### config.mk
export PLATFORM = sky130hd
export DESIGN_NAME = llr_maxlog_acc
export DESIGN_NICKNAME = d
export VERILOG_FILES = /design/src/rtl/llr_pkg.sv /design/src/rtl/llr_bit_slot.sv /design/src/rtl/llr_best_track.sv /design/src/rtl/llr_maxlog_acc.sv
export SDC_FILE = /design/constraint.sdc
export NUM_CORES = 2
export LEC_CHECK = 0
export BUFFER_PORTS_ARGS = -buffer_cell sky130_fd_sc_hd__buf_2
export CORE_ASPECT_RATIO = 1.4
export CORE_MARGIN = 10
export CORE_UTILIZATION = 50
export DETAILED_ROUTE_END_ITERATION = 6
export GPL_ROUTABILITY_DRIVEN = 0
export GPL_TIMING_DRIVEN = 0
export PLACE_DENSITY = 0.74
export SLEW_MARGIN = 10
export SYNTH_ARGS = -nofsm -noshare
export SYNTH_HDL_FRONTEND = slang
export SYNTH_HIERARCHICAL = 1
export SYNTH_SLANG_ARGS = --single-unit
### constraint.sdc
create_clock -name clk -period 5.88 [get_ports clk]
set_input_delay 0.588 -clock clk [delete_from_list [all_inputs] [get_ports clk]]
set_output_delay 0.588 -clock clk [all_outputs]
set_load 0.01 [all_outputs]
### src/rtl/llr_pkg.sv
package llr_pkg;

  // Limit an integer to the closed range [lo, hi].
  function automatic int clamp_int(input int v, input int lo, input int hi);
    if (v > hi) return hi;
    if (v < lo) return lo;
    return v;
  endfunction

endpackage

### src/rtl/llr_bit_slot.sv
module llr_bit_slot #(
  parameter int MW = 8,
  parameter int LW = 8
) (
  input  logic          clk,
  input  logic          rst_n,
  input  logic          take,
  input  logic          clr,
  input  logic          bit_is_one,
  input  logic [MW-1:0] metric,
  output logic [LW-1:0] llr_out
);
  import llr_pkg::*;

  localparam int MMAX = (1 << MW) - 1;
  localparam int LMAX = (1 << (LW - 1)) - 1;
  localparam int LMIN = -(1 << (LW - 1));

  logic [MW-1:0] min_neg, min_pos;
  logic          seen_neg, seen_pos;

  // internal events, named for the assertions
  logic hit_neg, hit_pos, lower_neg, lower_pos;
  assign hit_neg   = take && !bit_is_one;
  assign hit_pos   = take &&  bit_is_one;
  assign lower_neg = hit_neg && (metric < min_neg);
  assign lower_pos = hit_pos && (metric < min_pos);

  function automatic logic [LW-1:0] form_llr(input logic [MW-1:0] mn, input logic [MW-1:0] mp,
                                             input logic sn, input logic sp);
    int d;
    if (!sn && !sp)      d = 0;
    else if (!sn)        d = LMAX;
    else if (!sp)        d = LMIN;
    else                 d = clamp_int(int'(mn) - int'(mp), LMIN, LMAX);
    return LW'(d);
  endfunction

  always_ff @(posedge clk or negedge rst_n) begin
    if (!rst_n) begin
      min_neg  <= MW'(MMAX);
      min_pos  <= MW'(MMAX);
      seen_neg <= 1'b0;
      seen_pos <= 1'b0;
    end else if (clr) begin
      min_neg  <= MW'(MMAX);
      min_pos  <= MW'(MMAX);
      seen_neg <= 1'b0;
      seen_pos <= 1'b0;
    end else begin
      if (lower_neg) min_neg <= metric;
      if (lower_pos) min_pos <= metric;
      if (hit_neg)   seen_neg <= 1'b1;
      if (hit_pos)   seen_pos <= 1'b1;
    end
  end

  assign llr_out = form_llr(min_neg, min_pos, seen_neg, seen_pos);

  // within a vector the minima never grow
  a_r2_min_monotone: assert property (@(posedge clk) disable iff (!rst_n)
    !clr |=> (min_neg <= $past(min_neg)) && (min_pos <= $past(min_pos)));

  // a finish empties the slot
  a_r6_slot_restart: assert property (@(posedge clk) disable iff (!rst_n)
    clr |=> (!seen_neg && !seen_pos && min_neg == MW'(MMAX) && min_pos == MW'(MMAX)));

  // a lower metric on the matching side is kept
  a_r2_lower_kept: assert property (@(posedge clk) disable iff (!rst_n)
    (lower_pos && !clr) |=> (min_pos == $past(metric)) && seen_pos);

endmodule

### src/rtl/llr_best_track.sv
module llr_best_track #(
  parameter int MW = 8,
  parameter int NB = 24
) (
  input  logic          clk,
  input  logic          rst_n,
  input  logic          take,
  input  logic          clr,
  input  logic [MW-1:0] metric,
  input  logic [NB-1:0] label,
  output logic [MW-1:0] cur_metric,
  output logic [NB-1:0] cur_label
);
  localparam int MMAX = (1 << MW) - 1;

  // strict comparison: an equal metric leaves the earlier candidate in place
  logic improve;
  assign improve = take && (metric < cur_metric);

  always_ff @(posedge clk or negedge rst_n) begin
    if (!rst_n) begin
      cur_metric <= MW'(MMAX);
      cur_label  <= '0;
    end else if (clr) begin
      cur_metric <= MW'(MMAX);
      cur_label  <= '0;
    end else if (improve) begin
      cur_metric <= metric;
      cur_label  <= label;
    end
  end

  // a strictly better candidate replaces the stored hypothesis
  a_r7_best_takes_lower: assert property (@(posedge clk) disable iff (!rst_n)
    (improve && !clr) |=> (cur_metric == $past(metric)) && (cur_label == $past(label)));

  // an equal or worse candidate leaves the hypothesis untouched
  a_r7_tie_keeps_old: assert property (@(posedge clk) disable iff (!rst_n)
    (take && !clr && metric >= cur_metric) |=> $stable(cur_metric) && $stable(cur_label));

endmodule

### src/rtl/llr_maxlog_acc.sv
module llr_maxlog_acc #(
  parameter int NANT = 4,
  parameter int BPS  = 6,
  parameter int MW   = 8,
  parameter int LW   = 8
) (
  input  logic                     clk,
  input  logic                     rst_n,
  input  logic                     cand_valid,
  output logic                     cand_ready,
  input  logic [MW-1:0]            cand_metric,
  input  logic [NANT*BPS-1:0]      cand_label,
  input  logic                     finish,
  output logic                     llr_valid,
  output logic [NANT*BPS*LW-1:0]   llr_word,
  output logic [MW-1:0]            best_metric,
  output logic [NANT*BPS-1:0]      best_label
);
  localparam int NB = NANT * BPS;

  logic take;
  assign cand_ready = !finish;
  assign take       = cand_valid && cand_ready;

  logic [NB*LW-1:0] llr_now;
  logic [MW-1:0]    cur_metric;
  logic [NB-1:0]    cur_label;

  for (genvar i = 0; i < NB; i++) begin : g_slot
    llr_bit_slot #(.MW(MW), .LW(LW)) u_slot (
      .clk        (clk),
      .rst_n      (rst_n),
      .take       (take),
      .clr        (finish),
      .bit_is_one (cand_label[i]),
      .metric     (cand_metric),
      .llr_out    (llr_now[i*LW +: LW])
    );
  end

  llr_best_track #(.MW(MW), .NB(NB)) u_best (
    .clk        (clk),
    .rst_n      (rst_n),
    .take       (take),
    .clr        (finish),
    .metric     (cand_metric),
    .label      (cand_label),
    .cur_metric (cur_metric),
    .cur_label  (cur_label)
  );

  always_ff @(posedge clk or negedge rst_n) begin
    if (!rst_n) begin
      llr_valid   <= 1'b0;
      llr_word    <= '0;
      best_metric <= '0;
      best_label  <= '0;
    end else begin
      llr_valid <= finish;
      if (finish) begin
        llr_word    <= llr_now;
        best_metric <= cur_metric;
        best_label  <= cur_label;
      end
    end
  end

  // every finish is answered by a result in the next cycle
  a_r5_valid_follows_finish: assert property (@(posedge clk) disable iff (!rst_n)
    finish |=> llr_valid);

  // no result appears without a finish
  a_r5_no_spurious_valid: assert property (@(posedge clk) disable iff (!rst_n)
    !finish |=> !llr_valid);

  // outside a finish the presented result is held
  a_r5_word_held: assert property (@(posedge clk) disable iff (!rst_n)
    !finish |=> $stable(llr_word) && $stable(best_metric) && $stable(best_label));

endmodule

## Yosys cells after proc, flatten, opt, wreduce, memory -nomap -nowiden

Index checks and enable logic that the tools add are counted.

| storage, ports and cells | value |
|---|---|
| bits in read-only memories | 0 |
| bits in writable memories | 0 |
| latch bits | 0 |
| memories | 0 |
| register bits after elaboration | 689 |
| input port bits | 36 |

| cells by class | value |
|---|---|
| shifts and indexed selects | 0 |
| eq/ne operators | 0 |
| bitwise gates (word level) | 0 |
| div/mod/pow operators | 0 |
| mux-type cells | 580 |
| multipliers | 0 |
| order comparisons | 97 |
| $add $sub $neg | 24 |
| reductions and logical operators | 292 |

Operators by type and width:

| cell | count |
|---|---|
| $mux 8 | 242 |
| $lt 8x8->1 | 49 |
| $mux 1 | 312 |
| $gt 9x8->1 const B | 24 |
| $lt 9x8->1 const B | 24 |
| $sub 8x8->9 | 24 |
| $reduce_bool 2->1 | 97 |
| $mux 7 | 24 |
| $logic_and 1x1->1 | 122 |
| $logic_not 1->1 | 73 |
| $mux 24 | 2 |

## Logic depth before layout (Yosys ltp)

| depth | value |
|---|---|
| depth in word-level cells | 15 |
| mapped depth | 10 |
| mapped depth without buffers | 10 |

## By module

The synthesis kept the hierarchy.

Modules (own cells, without submodules):

| module | instances | cells each | area an instance (µm²) |
|---|---|---|---|
| llr_bit_slot (g_slot[0].u_slot ...) | 23 | 177 | 1727.9 |
| llr_maxlog_acc | 1 | 476 | 8912.3 |
| llr_best_track | 1 | 164 | 1746.7 |
| llr_bit_slot (g_slot[21].u_slot) | 1 | 167 | 1565.3 |

## Worst setup path after synthesis

Ideal clock, no wire load.

| path | value |
|---|---|
| path kind | input-to-reg |
| start | in finish |
| end | reg g_slot[0].u_slot.min_neg[4] |
| required time | 5780 ps |
| setup time | 100 ps |
| arrival | 3701 ps |
| setup slack | 2078 ps |
| cell stages on the path | 8 |
| path through | buf_6 -> buf_6 -> buf_6 -> nor2b_1 -> nand2b_1 -> a211oi_2 -> o21a_1 -> o211ai_1 |

| on the way | value |
|---|---|
| cells in the longest elaborated chain, start to end | 5 |
| elaborated cells on any way between the ends | 6 |
| classes of those cells | mux: 1; reduce/logical: 5 |

RTL lines:

| item | RTL line | text |
|---|---|---|
| start, declared | llr_maxlog_acc.sv:13 | `input logic finish,` |
| $logic_not 1->1 | llr_maxlog_acc.sv:22 | `assign cand_ready = !finish;` |
| $logic_and 1x1->1 | llr_maxlog_acc.sv:23 | `assign take = cand_valid && cand_ready;` |
| named net take | llr_maxlog_acc.sv:21 | `logic take;` |
| $logic_and 1x1->1 | llr_bit_slot.sv:24 | `assign hit_neg = take && !bit_is_one;` |
| $logic_and 1x1->1 | llr_bit_slot.sv:26 | `assign lower_neg = hit_neg && (metric < min_neg);` |
| $reduce_bool 2->1 (no source line) | -- |  |
| end signal, assigned | llr_bit_slot.sv:41 | `min_neg <= MW'(MMAX);` |
| end signal, assigned | llr_bit_slot.sv:46 | `min_neg <= MW'(MMAX);` |
| end signal, assigned | llr_bit_slot.sv:51 | `if (lower_neg) min_neg <= metric;` |
| end, declared | llr_bit_slot.sv:19 | `logic [MW-1:0] min_neg, min_pos;` |

The timed path passes the listed nets, and every way through them passes these cells.
A chain may end at the register's enable or synchronous reset.

## Final worst setup path

| path | value |
|---|---|
| start | in finish |
| end | reg g_slot[1].u_slot.min_neg[6] |

| on the way | value |
|---|---|
| cells in the longest elaborated chain, start to end | 5 |
| elaborated cells on any way between the ends | 6 |
| classes of those cells | mux: 1; reduce/logical: 5 |

RTL lines:

| item | RTL line |
|---|---|
| $logic_not 1->1 | llr_maxlog_acc.sv:22 |
| $logic_and 1x1->1 | llr_maxlog_acc.sv:23 |
| named net take | llr_maxlog_acc.sv:21 |
| $logic_and 1x1->1 | llr_bit_slot.sv:24 |
| $logic_and 1x1->1 | llr_bit_slot.sv:26 |
| $reduce_bool 2->1 (no source line) | -- |
| end signal, assigned | llr_bit_slot.sv:41 |
| end signal, assigned | llr_bit_slot.sv:46 |
| end signal, assigned | llr_bit_slot.sv:51 |
| end, declared | llr_bit_slot.sv:19 |

The timed path passes the listed nets, and every way through them passes these cells.

==> flow_metrics.py <==
metrics = {
    "status": {
        "status": "finished clean",
    },
    "floorplan": {
        "fp.coreArea_sq_um": 103000,
        "initial_core_util_pct": 50.5,
        "die-area_sq_um": 117000,
        "die_h_um": 401,
        "io_pins": 262,
        "die_w_um": 292,
        "fp-row-count": 139,
    },
    "finish": {
        "drive_gt1_share_pct": 26.8,
        "fillCellCount": 8770,
        "final_net_count": 5856,
        "areaGrowthSynthToFinish_pct": 11.8,
        "antenna_cells": 0,
        "final-seq-area_sq_um": 17700,
        "multi_input_area_sq_um": 31700,
    },
    "cts": {
        "clkSlewWorstSetupHoldPaths_ns": 0.06,
        "numCtsBuffers": 77,
        "cts.sink_count": 689,
        "clockBufferDepth": 3,
        "cts_root_buffer": "clkbuf_16",
        "clock_latency_ns": 0.66,
        "cts_resized": 0,
        "h-tree-depth": 3,
        "cts_tree": "yes",
    },
    "timing": {
        "slew_headroom_pct": 40.0,
        "setup_viol": 0,
        "rsz0062_at_grt": "false",
        "skew_ns": 0.0192,
        "finalCritPeriodShare_pct": 54.8,
        "tightest_slew_ns": 0.900,
        "finalCriticalPeriod_ns": 3.22,
        "hold_viol": 0,
        "max_freq_ghz": 0.310,
        "slew_viol_final": 0,
        "whs_ns": 0.218,
    },
    "global_routing": {
        "grt-ovfl-total": 0,
        "grt_pass1_vias": 42000,
        "grt_usage_pct": 23.4,
        "grt_max_degree": 109,
        "grt_pass1_wl_um": 226000,
        "antenna_found_initial": 6,
    },
    "setup_path": {
        "cp_data_arrival_time_ns": 3.77,
        "crit_required_ns": 6.43,
        "critPathLaunchType": "primary input",
        "cp_cell_sequence": "buf_6, buf_16, buf_6, buf_6, buf_6, nor2b_4, buf_12, nand2b_1, a211oi_2, o21a_1, o211ai_1",
        "critPathTopFamily": "buffers and inverters",
        "slowest_stage": "nor2b_4",
        "critPathMaxFanout": 37,
        "cpMostUsedCell": "buf_6",
        "end_kind": "flop",
        "max_stage_delay_ns": 0.56,
        "path_class": "in2reg",
        "critPathBufInv": 6,
    },
    "synthesis": {
        "synth-main-ff-cell": "dfstp_2",
        "synth_edf_count": 0,
        "synth_area_sq_um": 52000,
        "yosys-top-cells-area": "dfstp_2 20%, dfrtp_1 14%, ha_1 13%, o211ai_1 11%, inv_1 4.0%",
        "synthTopCellsByCount": "760 x o211ai_1, 559 x ha_1, 558 x inv_1",
        "synth-async-reset-ratio_pct": 100,
        "ys_ff_latch": 689,
        "seq_area_frac_synth_pct": 34.1,
        "ys_warn_count": 6,
        "yosysTopAreaCellShare_pct": 19.8,
        "syn_inst": 4878,
        "synth.most_common_cell": "o211ai_1",
        "synth_cell_types": 60,
        "synth_largest_area_cell": "dfstp_2",
        "synth_nets": 5497,
        "avgSynthCellArea_sq_um": 10.7,
    },
    "routing": {
        "drc": 0,
        "num_vias": 41400,
        "firstDrtPassIters": 6,
        "drtIter0Drc": 2637,
        "totalWireLength_um": 141000,
        "ant_nets": 0,
        "viasPerCell": 6.24,
        "wl_per_cell_um": 21.2,
    },
    "pwr": {
        "power-per-cell-area_nw_per_um2": 252,
        "vdd_drop_max_mv": 0.206,
        "total_power_mw": 14.7,
        "p_leak_nw": 27.2,
    },
    "run": {
        "maxCapViolations": 0,
    },
    "place": {
        "dp_hpwl_um": 101000,
        "numPortBuffers": 261,
    },
    "min_path": {
        "worstHoldPathType": "in2reg",
    },
}
==> power breakdown <==
group	internal, mW	switching (mW)	total [mW]
Combinational	1.65	2.65	4.30
Clock	2.96	2.07	5.03
Sequential	5.14	0.177	5.32
Total	9.76	4.90	14.7
==> flip-flops by register name, indices dropped and copies added (netlist names) <==
| register | count |
|---|---|
| g_slot.u_slot/seen_neg | 24 |
| g_slot.u_slot/min_neg | 192 |
| u_best/cur_label | 24 |
| llr_word | 192 |
| best_metric | 8 |
| llr_valid | 1 |
| best_label | 24 |
| g_slot.u_slot/min_pos | 192 |
| g_slot.u_slot/seen_pos | 24 |
| u_best/cur_metric | 8 |
==> per-layer routing <==
metal / routed length, um / vias to the layer above / GRT usage (%)
li1: - / 19500 / -
met5: 58 / - / 0
met3: 7340 / 349 / 3.65
met1: 58100 / 20400 / 27.9
met2: 69500 / 1120 / 40.9
met4: 5950 / 8 / 10.4
==> kinds of logic after synthesis <==
group | Yosys count | share of synthesized area, %
compound gates | 1794 | 29.7
xor+xnor | 143 | 2.41
fa+ha+maj | 583 | 14.4
flops | 689 | 34.1
simple gates | 752 | 7.35
buf+inv | 622 | 4.82
mux | 295 | 7.22
==> worst min-delay path, delay by kind of cell <==
kind	cells	cell delay, ns
buf+inv	1	0.12
mux	1	0.06
simple gates	1	0.06
==> final timing paths <==
path | start | cells after the start | slack, ns | end
max | finish | 11 | 2.66 | g_slot[1].u_slot/min_neg[6]
min in group asynchronous | rst_n | 2 | 0.52 | llr_word[191]
max reg2reg | g_slot[6].u_slot/min_pos[0] | 9 | 2.94 | llr_word[50]
max in group asynchronous | rst_n | 4 | 3.96 | g_slot[10].u_slot/min_neg[2]
min | cand_label[19] | 3 | 0.22 | u_best/cur_label[19]
min reg2reg | llr_word[50] | 1 | 0.50 | llr_word[50]
==> area by class of cell <==
class,count,share of cell area (%)
Multi-Input combinational cell,3567,54.6
Inverter,558,3.61
Clock buffer,110,3.86
Clock inverter,27,0.562
Sequential cell,689,30.5
Timing Repair Buffer,280,3.21
Tap cell,1339,2.88
Buffer,64,0.704
==> timing repair <==
| item | in CTS | in global routing |
|---|---|---|
| setup buffers | 0 | 0 |
| endpoints found under the hold margin | 39 | 0 |
| hold buffers | 1 | 0 |
==> cells in the final DEF, fill, tap and decap left out, types with 50 or more instances in the layout <==
| cell | synthesis | routed |
|---|---|---|
| o211ai_1 | 760 | 760 |
| xor2_1 | 71 | 71 |
| dfstp_2 | 392 | 392 |
| ha_1 | 559 | 559 |
| mux2i_1 | 71 | 71 |
| clkbuf_1 | 33 | 50 |
| a21oi_1 | 244 | 244 |
| nand2b_1 | 120 | 120 |
| mux2_4 | 138 | 138 |
| a21o_1 | 55 | 55 |
| clkbuf_16 | 0 | 80 |
| o21ai_0 | 72 | 72 |
| xnor2_1 | 72 | 72 |
| a221oi_1 | 161 | 161 |
| mux2_2 | 86 | 86 |
| buf_2 | 9 | 260 |
| nor2b_1 | 72 | 71 |
| nor2_1 | 160 | 160 |
| nand2_1 | 186 | 186 |
| nor3_1 | 69 | 69 |
| inv_1 | 558 | 558 |
| dfrtp_1 | 297 | 297 |
==> through the flow <==
step | area [sq um] | utilization (%) | std cells | TNS, ns | setup slack (ns)
2_1_floorplan | 52000 | - | 4878 | 0 | 2.08
3_3_place_gp | 54900 | 53.4 | 6478 | -6958.65 | -10.58
3_5_place_dp | 55500 | 53.9 | 6496 | 0 | 1.98
4_1_cts | 58100 | 56.4 | 6634 | 0 | 2.68
5_1_grt | 58100 | 56.4 | 6634 | 0 | 2.50
6_report | 58100 | 56.4 | 6634 | 0 | 2.66
Power figures use the tool's default switching activity.
